<file path="src/rtl/fracn_pkg.sv">
package fracn_pkg;
   typedef enum logic {
      MODSEL_LO = 1'b0,
      MODSEL_HI = 1'b1
   } modsel_e;
endpackage

</file>
<file path="src/rtl/fracn_shadow.sv">
module fracn_shadow
   import fracn_pkg::*;
#(
   parameter int N_W   = 17,
   parameter int ACC_W = 3,
   parameter int N_MIN = 512,
   parameter int N_MAX = 65536,
   parameter int N_RST = 512,
   parameter int Q_LO  = 5,
   parameter int Q_HI  = 8
) (
   input  logic             clk,
   input  logic             rst_n,
   input  logic             ld_stb,
   input  logic [N_W-1:0]   n_in,
   input  logic [ACC_W-1:0] nf_in,
   input  logic             mod_in,
   input  logic             tc,
   output logic [N_W-1:0]   eff_n,
   output logic [ACC_W-1:0] eff_nf,
   output logic             eff_mod,
   output logic             act_mod,
   output logic             apply
);
   localparam logic [N_W-1:0]  N_LO_V  = N_W'(N_MIN);
   localparam logic [N_W-1:0]  N_HI_V  = N_W'(N_MAX);
   localparam logic [N_W-1:0]  N_RST_V = N_W'(N_RST);
   localparam logic [ACC_W:0]  QL      = (ACC_W+1)'(Q_LO);
   localparam logic [ACC_W:0]  QH      = (ACC_W+1)'(Q_HI);

   logic             ld_ok;
   logic [ACC_W:0]   q_req;
   logic             pend_vld;
   logic [N_W-1:0]   pend_n,   act_n;
   logic [ACC_W-1:0] pend_nf,  act_nf;
   logic             pend_mod, act_mod_q;

   always_comb begin
      q_req = (mod_in == MODSEL_HI) ? QH : QL;
      ld_ok = (n_in >= N_LO_V) && (n_in <= N_HI_V) && ({1'b0, nf_in} < q_req);
   end

   always_ff @(posedge clk or negedge rst_n) begin
      if (!rst_n) begin
         pend_vld  <= 1'b0;
         pend_n    <= N_RST_V;
         pend_nf   <= '0;
         pend_mod  <= MODSEL_LO;
         act_n     <= N_RST_V;
         act_nf    <= '0;
         act_mod_q <= MODSEL_LO;
      end else begin
         if (tc && pend_vld) begin
            act_n     <= pend_n;
            act_nf    <= pend_nf;
            act_mod_q <= pend_mod;
         end
         if (ld_stb && ld_ok) begin
            pend_n   <= n_in;
            pend_nf  <= nf_in;
            pend_mod <= mod_in;
            pend_vld <= 1'b1;
         end else if (tc) begin
            pend_vld <= 1'b0;
         end
      end
   end

   assign eff_n   = pend_vld ? pend_n   : act_n;
   assign eff_nf  = pend_vld ? pend_nf  : act_nf;
   assign eff_mod = pend_vld ? pend_mod : act_mod_q;
   assign act_mod = act_mod_q;
   assign apply   = tc && pend_vld;

   AST_ACT_SYNC: assert property (@(posedge clk) disable iff (!rst_n)
      !tc |=> ($stable(act_n) && $stable(act_nf) && $stable(act_mod_q)));
   AST_BAD_LOAD: assert property (@(posedge clk) disable iff (!rst_n)
      (ld_stb && !ld_ok && !tc) |=> (pend_vld == $past(pend_vld)));
   AST_EFF_NF_OK: assert property (@(posedge clk) disable iff (!rst_n)
      tc |-> ({1'b0, eff_nf} < ((eff_mod == MODSEL_HI) ? QH : QL)));
endmodule

</file>
<file path="src/rtl/fracn_accum.sv">
module fracn_accum
   import fracn_pkg::*;
#(
   parameter int ACC_W = 3,
   parameter int Q_LO  = 5,
   parameter int Q_HI  = 8
) (
   input  logic             clk,
   input  logic             rst_n,
   input  logic             step,
   input  logic             restart,
   input  logic [ACC_W-1:0] nf,
   input  logic             mod_hi,
   output logic [ACC_W-1:0] acc,
   output logic             carry
);
   localparam logic [ACC_W:0] QL      = (ACC_W+1)'(Q_LO);
   localparam logic [ACC_W:0] QH      = (ACC_W+1)'(Q_HI);
   localparam bit             HI_POW2 = (Q_HI == (1 << ACC_W));

   logic [ACC_W-1:0] base;
   logic [ACC_W:0]   sum;
   logic             lo_c, hi_c;
   logic [ACC_W-1:0] lo_n, hi_n, nxt;

   assign base = restart ? '0 : acc;
   assign sum  = {1'b0, base} + {1'b0, nf};
   assign lo_c = (sum >= QL);
   assign lo_n = lo_c ? ACC_W'(sum - QL) : sum[ACC_W-1:0];

   generate
      if (HI_POW2) begin : g_hi_wrap
         assign hi_c = sum[ACC_W];
         assign hi_n = sum[ACC_W-1:0];
      end else begin : g_hi_cmp
         assign hi_c = (sum >= QH);
         assign hi_n = hi_c ? ACC_W'(sum - QH) : sum[ACC_W-1:0];
      end
   endgenerate

   assign carry = (mod_hi == MODSEL_HI) ? hi_c : lo_c;
   assign nxt   = (mod_hi == MODSEL_HI) ? hi_n : lo_n;

   always_ff @(posedge clk or negedge rst_n) begin
      if (!rst_n)    acc <= '0;
      else if (step) acc <= nxt;
   end

   AST_ACC_HOLD: assert property (@(posedge clk) disable iff (!rst_n)
      !step |=> $stable(acc));
   AST_NF_ZERO: assert property (@(posedge clk) disable iff (!rst_n)
      (step && (nf == '0) && (restart || (acc == '0))) |=> (acc == '0));
   AST_RESTART_NO_STRETCH: assert property (@(posedge clk) disable iff (!rst_n)
      (step && restart) |-> !carry);
endmodule

</file>
<file path="src/rtl/fracn_cnt.sv">
module fracn_cnt #(
   parameter int CNT_W      = 17,
   parameter int START      = 511,
   parameter int MIN_RELOAD = 511
) (
   input  logic             clk,
   input  logic             rst_n,
   input  logic [CNT_W-1:0] reload,
   output logic             tc
);
   localparam logic [CNT_W-1:0] START_V = CNT_W'(START);
   localparam logic [CNT_W-1:0] MIN_V   = CNT_W'(MIN_RELOAD);

   logic [CNT_W-1:0] cnt_q;

   assign tc = (cnt_q == '0);

   always_ff @(posedge clk or negedge rst_n) begin
      if (!rst_n)  cnt_q <= START_V;
      else if (tc) cnt_q <= reload;
      else         cnt_q <= cnt_q - 1'b1;
   end

   AST_ONE_PULSE: assert property (@(posedge clk) disable iff (!rst_n)
      tc |=> !tc);
   AST_RELOAD_MIN: assert property (@(posedge clk) disable iff (!rst_n)
      tc |=> (cnt_q >= MIN_V));
endmodule

</file>
<file path="src/rtl/fracn_main_div.sv">
module fracn_main_div
   import fracn_pkg::*;
#(
   parameter int  N_MIN = 512,
   parameter int  N_MAX = 65536,
   parameter int  N_RST = 512,
   parameter int  Q_LO  = 5,
   parameter int  Q_HI  = 8,
   localparam int N_W   = $clog2(N_MAX + 1),
   localparam int ACC_W = $clog2(Q_HI)
) (
   input  logic             clk,
   input  logic             rst_n,
   input  logic             ld_stb,
   input  logic [N_W-1:0]   ratio_in,
   input  logic [ACC_W-1:0] frac_in,
   input  logic             mod_sel,
   output logic             div_pulse,
   output logic [ACC_W-1:0] acc_out
);
   localparam logic [ACC_W:0] QL = (ACC_W+1)'(Q_LO);
   localparam logic [ACC_W:0] QH = (ACC_W+1)'(Q_HI);

   initial begin : g_param_chk
      assert (N_MIN >= 2 && N_MIN <= N_RST && N_RST <= N_MAX)
         else $fatal(1, "divider ratio parameters out of order");
      assert (Q_LO >= 2 && Q_LO < Q_HI)
         else $fatal(1, "modulus parameters out of order");
   end

   logic             tc;
   logic             apply;
   logic [N_W-1:0]   eff_n;
   logic [ACC_W-1:0] eff_nf;
   logic             eff_mod;
   logic             act_mod;
   logic             carry;
   logic [N_W:0]     ratio_sum;
   logic [N_W-1:0]   reload;

   fracn_shadow #(
      .N_W(N_W), .ACC_W(ACC_W), .N_MIN(N_MIN), .N_MAX(N_MAX),
      .N_RST(N_RST), .Q_LO(Q_LO), .Q_HI(Q_HI)
   ) u_shadow (
      .clk(clk), .rst_n(rst_n), .ld_stb(ld_stb),
      .n_in(ratio_in), .nf_in(frac_in), .mod_in(mod_sel), .tc(tc),
      .eff_n(eff_n), .eff_nf(eff_nf), .eff_mod(eff_mod),
      .act_mod(act_mod), .apply(apply)
   );

   fracn_accum #(
      .ACC_W(ACC_W), .Q_LO(Q_LO), .Q_HI(Q_HI)
   ) u_accum (
      .clk(clk), .rst_n(rst_n), .step(tc), .restart(apply),
      .nf(eff_nf), .mod_hi(eff_mod), .acc(acc_out), .carry(carry)
   );

   assign ratio_sum = {1'b0, eff_n} + (N_W+1)'(carry);
   assign reload    = N_W'(ratio_sum - (N_W+1)'(1));

   fracn_cnt #(
      .CNT_W(N_W), .START(N_RST - 1), .MIN_RELOAD(N_MIN - 1)
   ) u_cnt (
      .clk(clk), .rst_n(rst_n), .reload(reload), .tc(tc)
   );

   assign div_pulse = tc;

   AST_ACC_LT_Q: assert property (@(posedge clk) disable iff (!rst_n)
      {1'b0, acc_out} < ((act_mod == MODSEL_HI) ? QH : QL));
endmodule

</file>
<file path="config.mk">
export PLATFORM = sky130hd
export DESIGN_NAME = fracn_main_div
export DESIGN_NICKNAME = d
export VERILOG_FILES = /design/src/rtl/fracn_pkg.sv /design/src/rtl/fracn_shadow.sv /design/src/rtl/fracn_accum.sv /design/src/rtl/fracn_cnt.sv /design/src/rtl/fracn_main_div.sv
export SDC_FILE = /design/constraint.sdc
export NUM_CORES = 1
export LEC_CHECK = 0
export ABC_AREA = 1
export BUFFER_PORTS_ARGS = -buffer_cell sky130_fd_sc_hd__buf_4
export CORE_ASPECT_RATIO = 0.6
export CORE_MARGIN = 3
export CORE_UTILIZATION = 55
export CTS_CLUSTER_SIZE = 14
export DETAILED_ROUTE_END_ITERATION = 10
export HOLD_SLACK_MARGIN = 0.1
export PLACE_DENSITY = 0.71
export SYNTH_ARGS = -nofsm -noshare
export SYNTH_HDL_FRONTEND = slang
export SYNTH_SLANG_ARGS = --single-unit
</file>
<file path="constraint.sdc">
create_clock -name clk -period 4.71 [get_ports clk]
set_input_delay 0 -clock clk [delete_from_list [all_inputs] [get_ports clk]]
set_output_delay 0 -clock clk [all_outputs]
set_load 0.01 [all_outputs]
</file>
After elaboration in Yosys (flattened, before gate mapping)
Index checks and enable logic that the tools add are counted.
{"block": "word_totals", "ff_bits": 63, "in_bits": 24, "output_inout_bits": 4}
{"block": "op_classes", "addsub": 5, "magnitude_cmp": 4, "n_mux": 11, "n_reduce_logical": 6}
{"op": "$mux W17", "count": 2}
{"op": "$sub A17 B1 Y17 const B", "count": 2}
{"op": "$add A17 B1 Y17", "count": 1}
{"op": "$ge A17 B10 Y1 const B", "count": 1}
{"op": "$le A17 B17 Y1 const B", "count": 1}
{"op": "$logic_not A17 Y1", "count": 1}
{"op": "$mux W3", "count": 4}
{"op": "$add A3 B3 Y4", "count": 1}
{"op": "$ge A4 B3 Y1 const B", "count": 1}
{"op": "$logic_and A1 B1 Y1", "count": 4}
{"op": "$lt A3 B4 Y1", "count": 1}
{"op": "$mux W1", "count": 4}
{"op": "$mux W4", "count": 1}
{"op": "$sub A3 B3 Y3 const B", "count": 1}
{"op": "$reduce_bool A2 Y1", "count": 1}

Longest topological paths before layout
{"block": "logic_depth", "ltp_word": 9, "depth_mapped": 28, "mapped_depth_nobuf": 27}

By module
Synthesis repeated with hierarchy kept, for this count alone.
{"block": "unflattened", "cells_unflattened": 576, "hier_area_um2": 4072.7}
{"mod": "fracn_shadow", "instances": 1, "cells_each": 259, "area_per_inst_um2": 2031.9, "seq_area_each_um2": 1078.5}
{"mod": "fracn_cnt", "instances": 1, "cells_each": 173, "area_per_inst_um2": 1201.2, "seq_area_each_um2": 436.7}
{"mod": "fracn_main_div", "instances": 1, "cells_each": 91, "area_per_inst_um2": 488.0, "seq_area_each_um2": 0.0}
{"mod": "fracn_accum", "instances": 1, "cells_each": 53, "area_per_inst_um2": 351.6, "seq_area_each_um2": 75.1}

Least setup slack after synthesis
OpenSTA, ideal clock, no wires.
{"block": "synth_timing", "kind": "register -> register", "startpoint": "register u_cnt.cnt_q[0]", "endpoint": "register u_cnt.cnt_q[12]", "setup_ps": 118, "t_arrival_ps": 3621, "required_time_ps": 4592, "slack_ps": 971, "stages_incl_launch_ff": 29, "path_buffers": 1, "synth_period_minus_slack_ps": 3739, "cell_sequence": "dfstp_2 inv_1 ha_1 nand2_1 nor3_4 nand2_4 clkinv_2 nand2_4 buf_2 nand2_1 inv_1 ha_1 fa_1 inv_1 ha_1 inv_1 nand2_1 nand2_1 nand2_1 o21ai_0 ha_1 ha_1 nand3_2 nor2_2 nand3_1 nor2_1 nand2_1 nand3_1 nand2_1"}
{"block": "synth_via", "elab_chain_len": 9, "word_cells_on_any_way": 10, "cone_classes": "add/sub: 4; order compare: 1; mux: 3; reduce/logical: 2"}
{"item": "start, declared", "line_no": "fracn_cnt.sv:14", "source": "logic [CNT_W-1:0] cnt_q;"}
{"item": "start signal, assigned", "line_no": "fracn_cnt.sv:20", "source": "else if (tc) cnt_q <= reload;"}
{"item": "start signal, assigned", "line_no": "fracn_cnt.sv:21", "source": "else cnt_q <= cnt_q - 1'b1;"}
{"item": "$logic_not A17 Y1", "line_no": "fracn_cnt.sv:16", "source": "assign tc = (cnt_q == '0);"}
{"item": "$logic_and A1 B1 Y1", "line_no": "fracn_shadow.sv:73", "source": "assign apply = tc && pend_vld;"}
{"item": "$mux W3", "line_no": "fracn_accum.sv:26", "source": "assign base = restart ? '0 : acc;"}
{"item": "$add A3 B3 Y4", "line_no": "fracn_accum.sv:27", "source": "assign sum = {1'b0, base} + {1'b0, nf};"}
{"item": "$ge A4 B3 Y1", "line_no": "fracn_accum.sv:28", "source": "assign lo_c = (sum >= QL);"}
{"item": "$mux W1", "line_no": "fracn_accum.sv:41", "source": "assign carry = (mod_hi == MODSEL_HI) ? hi_c : lo_c;"}
{"item": "$add A17 B1 Y17", "line_no": "fracn_main_div.sv:58", "source": "assign ratio_sum = {1'b0, eff_n} + (N_W+1)'(carry);"}
{"item": "$sub A17 B1 Y17", "line_no": "fracn_main_div.sv:59", "source": "assign reload = N_W'(ratio_sum - (N_W+1)'(1));"}
{"item": "$mux W17 *", "line_no": "fracn_cnt.sv:20"}
Mark *: on every way between the ends. The rest lies on a longest branch, timed or not.
A chain may end at the register's enable or synchronous reset.

Worst setup path in the final report
Same ends and word-level chain as after synthesis.

==> impl_metrics.json <==
{
  "grt_use_met3": 0.06333,
  "min-delay-start": "ld_stb",
  "cts_buffers": 9,
  "core_area_mm2": 0.006878,
  "path_clk_slew_ns": 0.05,
  "n_antenna_cell": 0,
  "final_cells": 699,
  "yosysWarnings": 0,
  "ys_ff_latch": 63,
  "nNetsFinal": 641,
  "ir_drop_v": 0.0002746,
  "clk_latency_ns": 0.33,
  "cts_sinks": 63,
  "yosysSeqAreaShare": 0.3964,
  "portBuffers": 27,
  "power.leakage_nw": 2.522,
  "cp-start-kind": "register",
  "critPathLaunch": "u_cnt.cnt_q[0]$_DFF_PN1_",
  "mostFrequentLayoutCell": "nand2_1",
  "layout_worst_path_cycle_share": 0.8859,
  "pwr-share-comb": 0.257,
  "crit_family": "simple AND/OR/NAND/NOR gates",
  "maxCapViolations": 0,
  "yosysTopAreaCellShare": 0.3244,
  "grt_pass1_wl_um": 16750,
  "endpoint_kind": "register",
  "crit_buf_inv": 5,
  "fp.dieH_um": 72.15,
  "antenna_found_initial": 0,
  "track_usage": 0.2560,
  "required_ns": 4.92,
  "p_switching_w": 0.0006443,
  "ioPinCount": 28,
  "slew_headroom": 0.4786,
  "synth_area_mm2": 0.004011,
  "start_util": 0.5832,
  "crit_type": "register to register",
  "die_x_um": 116.3,
  "first_global_vias": 3473,
  "intPower_w": 0.001351,
  "critPathArrivalTime_ns": 4.39,
  "pwr-share-clk": 0.362,
  "use_met2": 0.3720,
  "grt_max_degree": 64,
  "drive_gt1_frac": 0.1748,
  "tritoncts": "built",
  "die_area_mm2": 0.008387,
  "vias": 3689,
  "cellPowerDensity_mw_per_mm2": 417.4,
  "fin_skew_ns": 0.006509,
  "p_total_w": 0.001995,
  "layout_setup_ws_ns": 0.5376,
  "routed_wirelength_um": 9753,
  "finalCriticalPeriod_ns": 4.172,
  "crit_slowest_cell": "fa_1",
  "status": "finished, final reports clean",
  "dr.first_iter.drc_count": 326,
  "sw_frac_of_total": 0.3229,
  "firstDrtPassIters": 5,
  "grt_setup_unrepaired": "false",
  "synth-main-ff-cell": "dfrtp_1",
  "ctsResizeCount": 0,
  "syn_nets": 594,
  "area_growth_pct": 19.15,
  "dp.cells": 661,
  "syn-instance-count": 560,
  "ys_types": 35,
  "crit_fanout": 10,
  "cpMostUsedCell": "nand2_1",
  "r2r_start": "u_cnt.cnt_q[0]$_DFF_PN1_",
  "antenna_left": 0,
  "power_frac_seq": 0.381,
  "wire_per_inst_um": 13.95,
  "hpwlAfterDp_um": 6912,
  "finalSetupTns_ns": 0,
  "finalHoldViolCount": 0,
  "rows": 23,
  "avgViaCountPerCell": 5.278,
  "gp_congestion": 0.9071,
  "yosysTopAreaCell": "dfrtp_1",
  "max_freq_mhz": 239.7,
  "setup_violations": 0,
  "hold_class": "primary input to register",
  "pre_cts_ws_ns": 0.6563,
  "maxSlewViolCount": 0,
  "top_usage_layer": "met1",
  "final_cell_mix": "nand2_1 (218), nand3_1 (58), inv_1 (53)",
  "cts.path.max_buffers": 2,
  "syn_area_per_cell_um2": 7.163,
  "ys_async_sr_fraction": 1.000,
  "yosys-top-cells-area": "dfrtp_1 (32%), nand2_1 (20%), nand3_1 (7.2%)",
  "fin_util": 0.6949,
  "synth_edf_count": 0,
  "gr-usage-met1": 0.3786,
  "htree_levels": 3,
  "worstMarginPinSlew_ns": 0.7821,
  "root_buffer": "clkbuf_16",
  "grt_overflow": 0,
  "remaining_drc_errors": 0,
  "cp_slowest_stage_delay_ns": 0.49
}
Yosys cell counts (2+ instances only):
| cell | instances |
|---|---|
| a21oi_1 | 6 |
| buf_2 | 7 |
| buf_4 | 2 |
| buf_6 | 4 |
| clkbuf_1 | 3 |
| dfrtp_1 | 52 |
| dfstp_2 | 11 |
| ha_1 | 9 |
| inv_1 | 53 |
| nand2_1 | 218 |
| nand2_2 | 17 |
| nand2_4 | 2 |
| nand3_1 | 58 |
| nand3_2 | 3 |
| nand4_1 | 3 |
| nor2_1 | 31 |
| nor2_2 | 20 |
| nor2_4 | 3 |
| nor3_1 | 5 |
| nor3_4 | 2 |
| o21ai_0 | 16 |
| o21ai_1 | 11 |
| xnor2_1 | 3 |
| xor2_1 | 10 |
final cells by class:
cell class / count / area (um2)
clock buffers: 13 / 260.3
inverters: 56 / 219.0
flip-flops and latches: 63 / 1590
multi-input cells: 424 / 2081
well taps: 87 / 108.9
clock inverters: 3 / 67.56
fillers: 540 / 2098
repair buffers: 53 / 452.9
worst reg2reg max path: stages (launching register included):
cell	delay (ns)
dfstp_2	0.37
inv_1	0.11
ha_1	0.19
nand2_1	0.11
nor3_4	0.23
nand2_4	0.14
clkinv_2	0.10
nand2_4	0.08
nand2_1	0.08
inv_1	0.04
ha_1	0.22
fa_1	0.49
inv_1	0.07
ha_1	0.20
inv_1	0.05
nand2_1	0.05
nand2_1	0.08
nand2_1	0.09
o21ai_0	0.10
ha_1	0.22
ha_1	0.27
nand3_2	0.18
nor2_2	0.14
nand3_1	0.14
nor2_1	0.11
nand2_1	0.05
nand3_1	0.07
nand2_1	0.05
cell families (layout without fill, tap and decap cells):
| logic type | after synthesis | in the layout | synth area share |
|---|---|---|---|
| AOI/OAI and AO/OA | 35 | 35 | 0.04461 |
| xor gates and xnor gates | 13 | 13 | 0.02838 |
| adders and majority gates | 10 | 10 | 0.03306 |
| buffers and inverters | 73 | 125 | 0.08483 |
| DFF | 63 | 63 | 0.3964 |
| muxes | 1 | 1 | 0.002495 |
| and+or+nand+nor | 365 | 365 | 0.4102 |
metal layers:
metal / routed length, um / vias to the layer above
met5: 0 / -
met4: 91 / 0
met3: 649 / 10
met2: 4264 / 112
met1: 4747 / 1731
li1: - / 1836
what timing repair did:
item	4_1_cts	5_1_grt
hold buffers	22	0
buffers inserted	0	0
endpoints found under the hold margin	73	0
path summary, 6_finish.rpt:
| check | cells past startpoint | endpoint | slack (ns) |
|---|---|---|---|
| min in group asynchronous | 2 | u_shadow.act_nf[0]$_DFFE_PN0P_ | 0.29 |
| max in group asynchronous | 2 | u_shadow.act_n[12]$_DFFE_PN0P_ | 3.90 |
| setup reg to reg | 27 | u_cnt.cnt_q[12]$_DFF_PN0_ | 0.54 |
| hold reg to reg | 2 | u_shadow.act_n[9]$_DFFE_PN1P_ | 0.47 |
| setup / recovery | 27 | u_cnt.cnt_q[12]$_DFF_PN0_ | 0.54 |
| hold / removal | 5 | u_shadow.pend_n[9]$_DFFE_PN1P_ | 0.27 |
registers in the layout, indices dropped and copies added (netlist names):
signal             cells
u_shadow.pend_mod      1
u_shadow.pend_n       17
u_shadow.act_mod       1
u_cnt.cnt_q           17
u_shadow.act_n        17
u_accum.acc            3
u_shadow.pend_nf       3
u_shadow.act_nf        3
u_shadow.pend_vld      1
power groups by stage:
| stage | combinational, W | sequential (W) | clock (W) |
|---|---|---|---|
| 2_1_floorplan | 0.000376 | 0.000741 | 0 |
| 3_3_place_gp | 0.000479 | 0.000763 | 0 |
| 3_5_place_dp | 0.000488 | 0.000765 | 0 |
| 4_1_cts | 0.000511 | 0.000757 | 0.000734 |
| 5_1_grt | 0.000585 | 0.000774 | 0.000761 |
| 6_report | 0.000514 | 0.000759 | 0.000722 |
per-stage QoR:
stage          hold slack [ns]  area, um2
2_1_floorplan          -0.2956       4011
5_1_grt                 0.2785       4780
3_3_place_gp            0.1354       4232
6_report                0.2750       4780
3_5_place_dp            0.1330       4232
4_1_cts                 0.2554       4780
(Power assumes the default switching activity.)
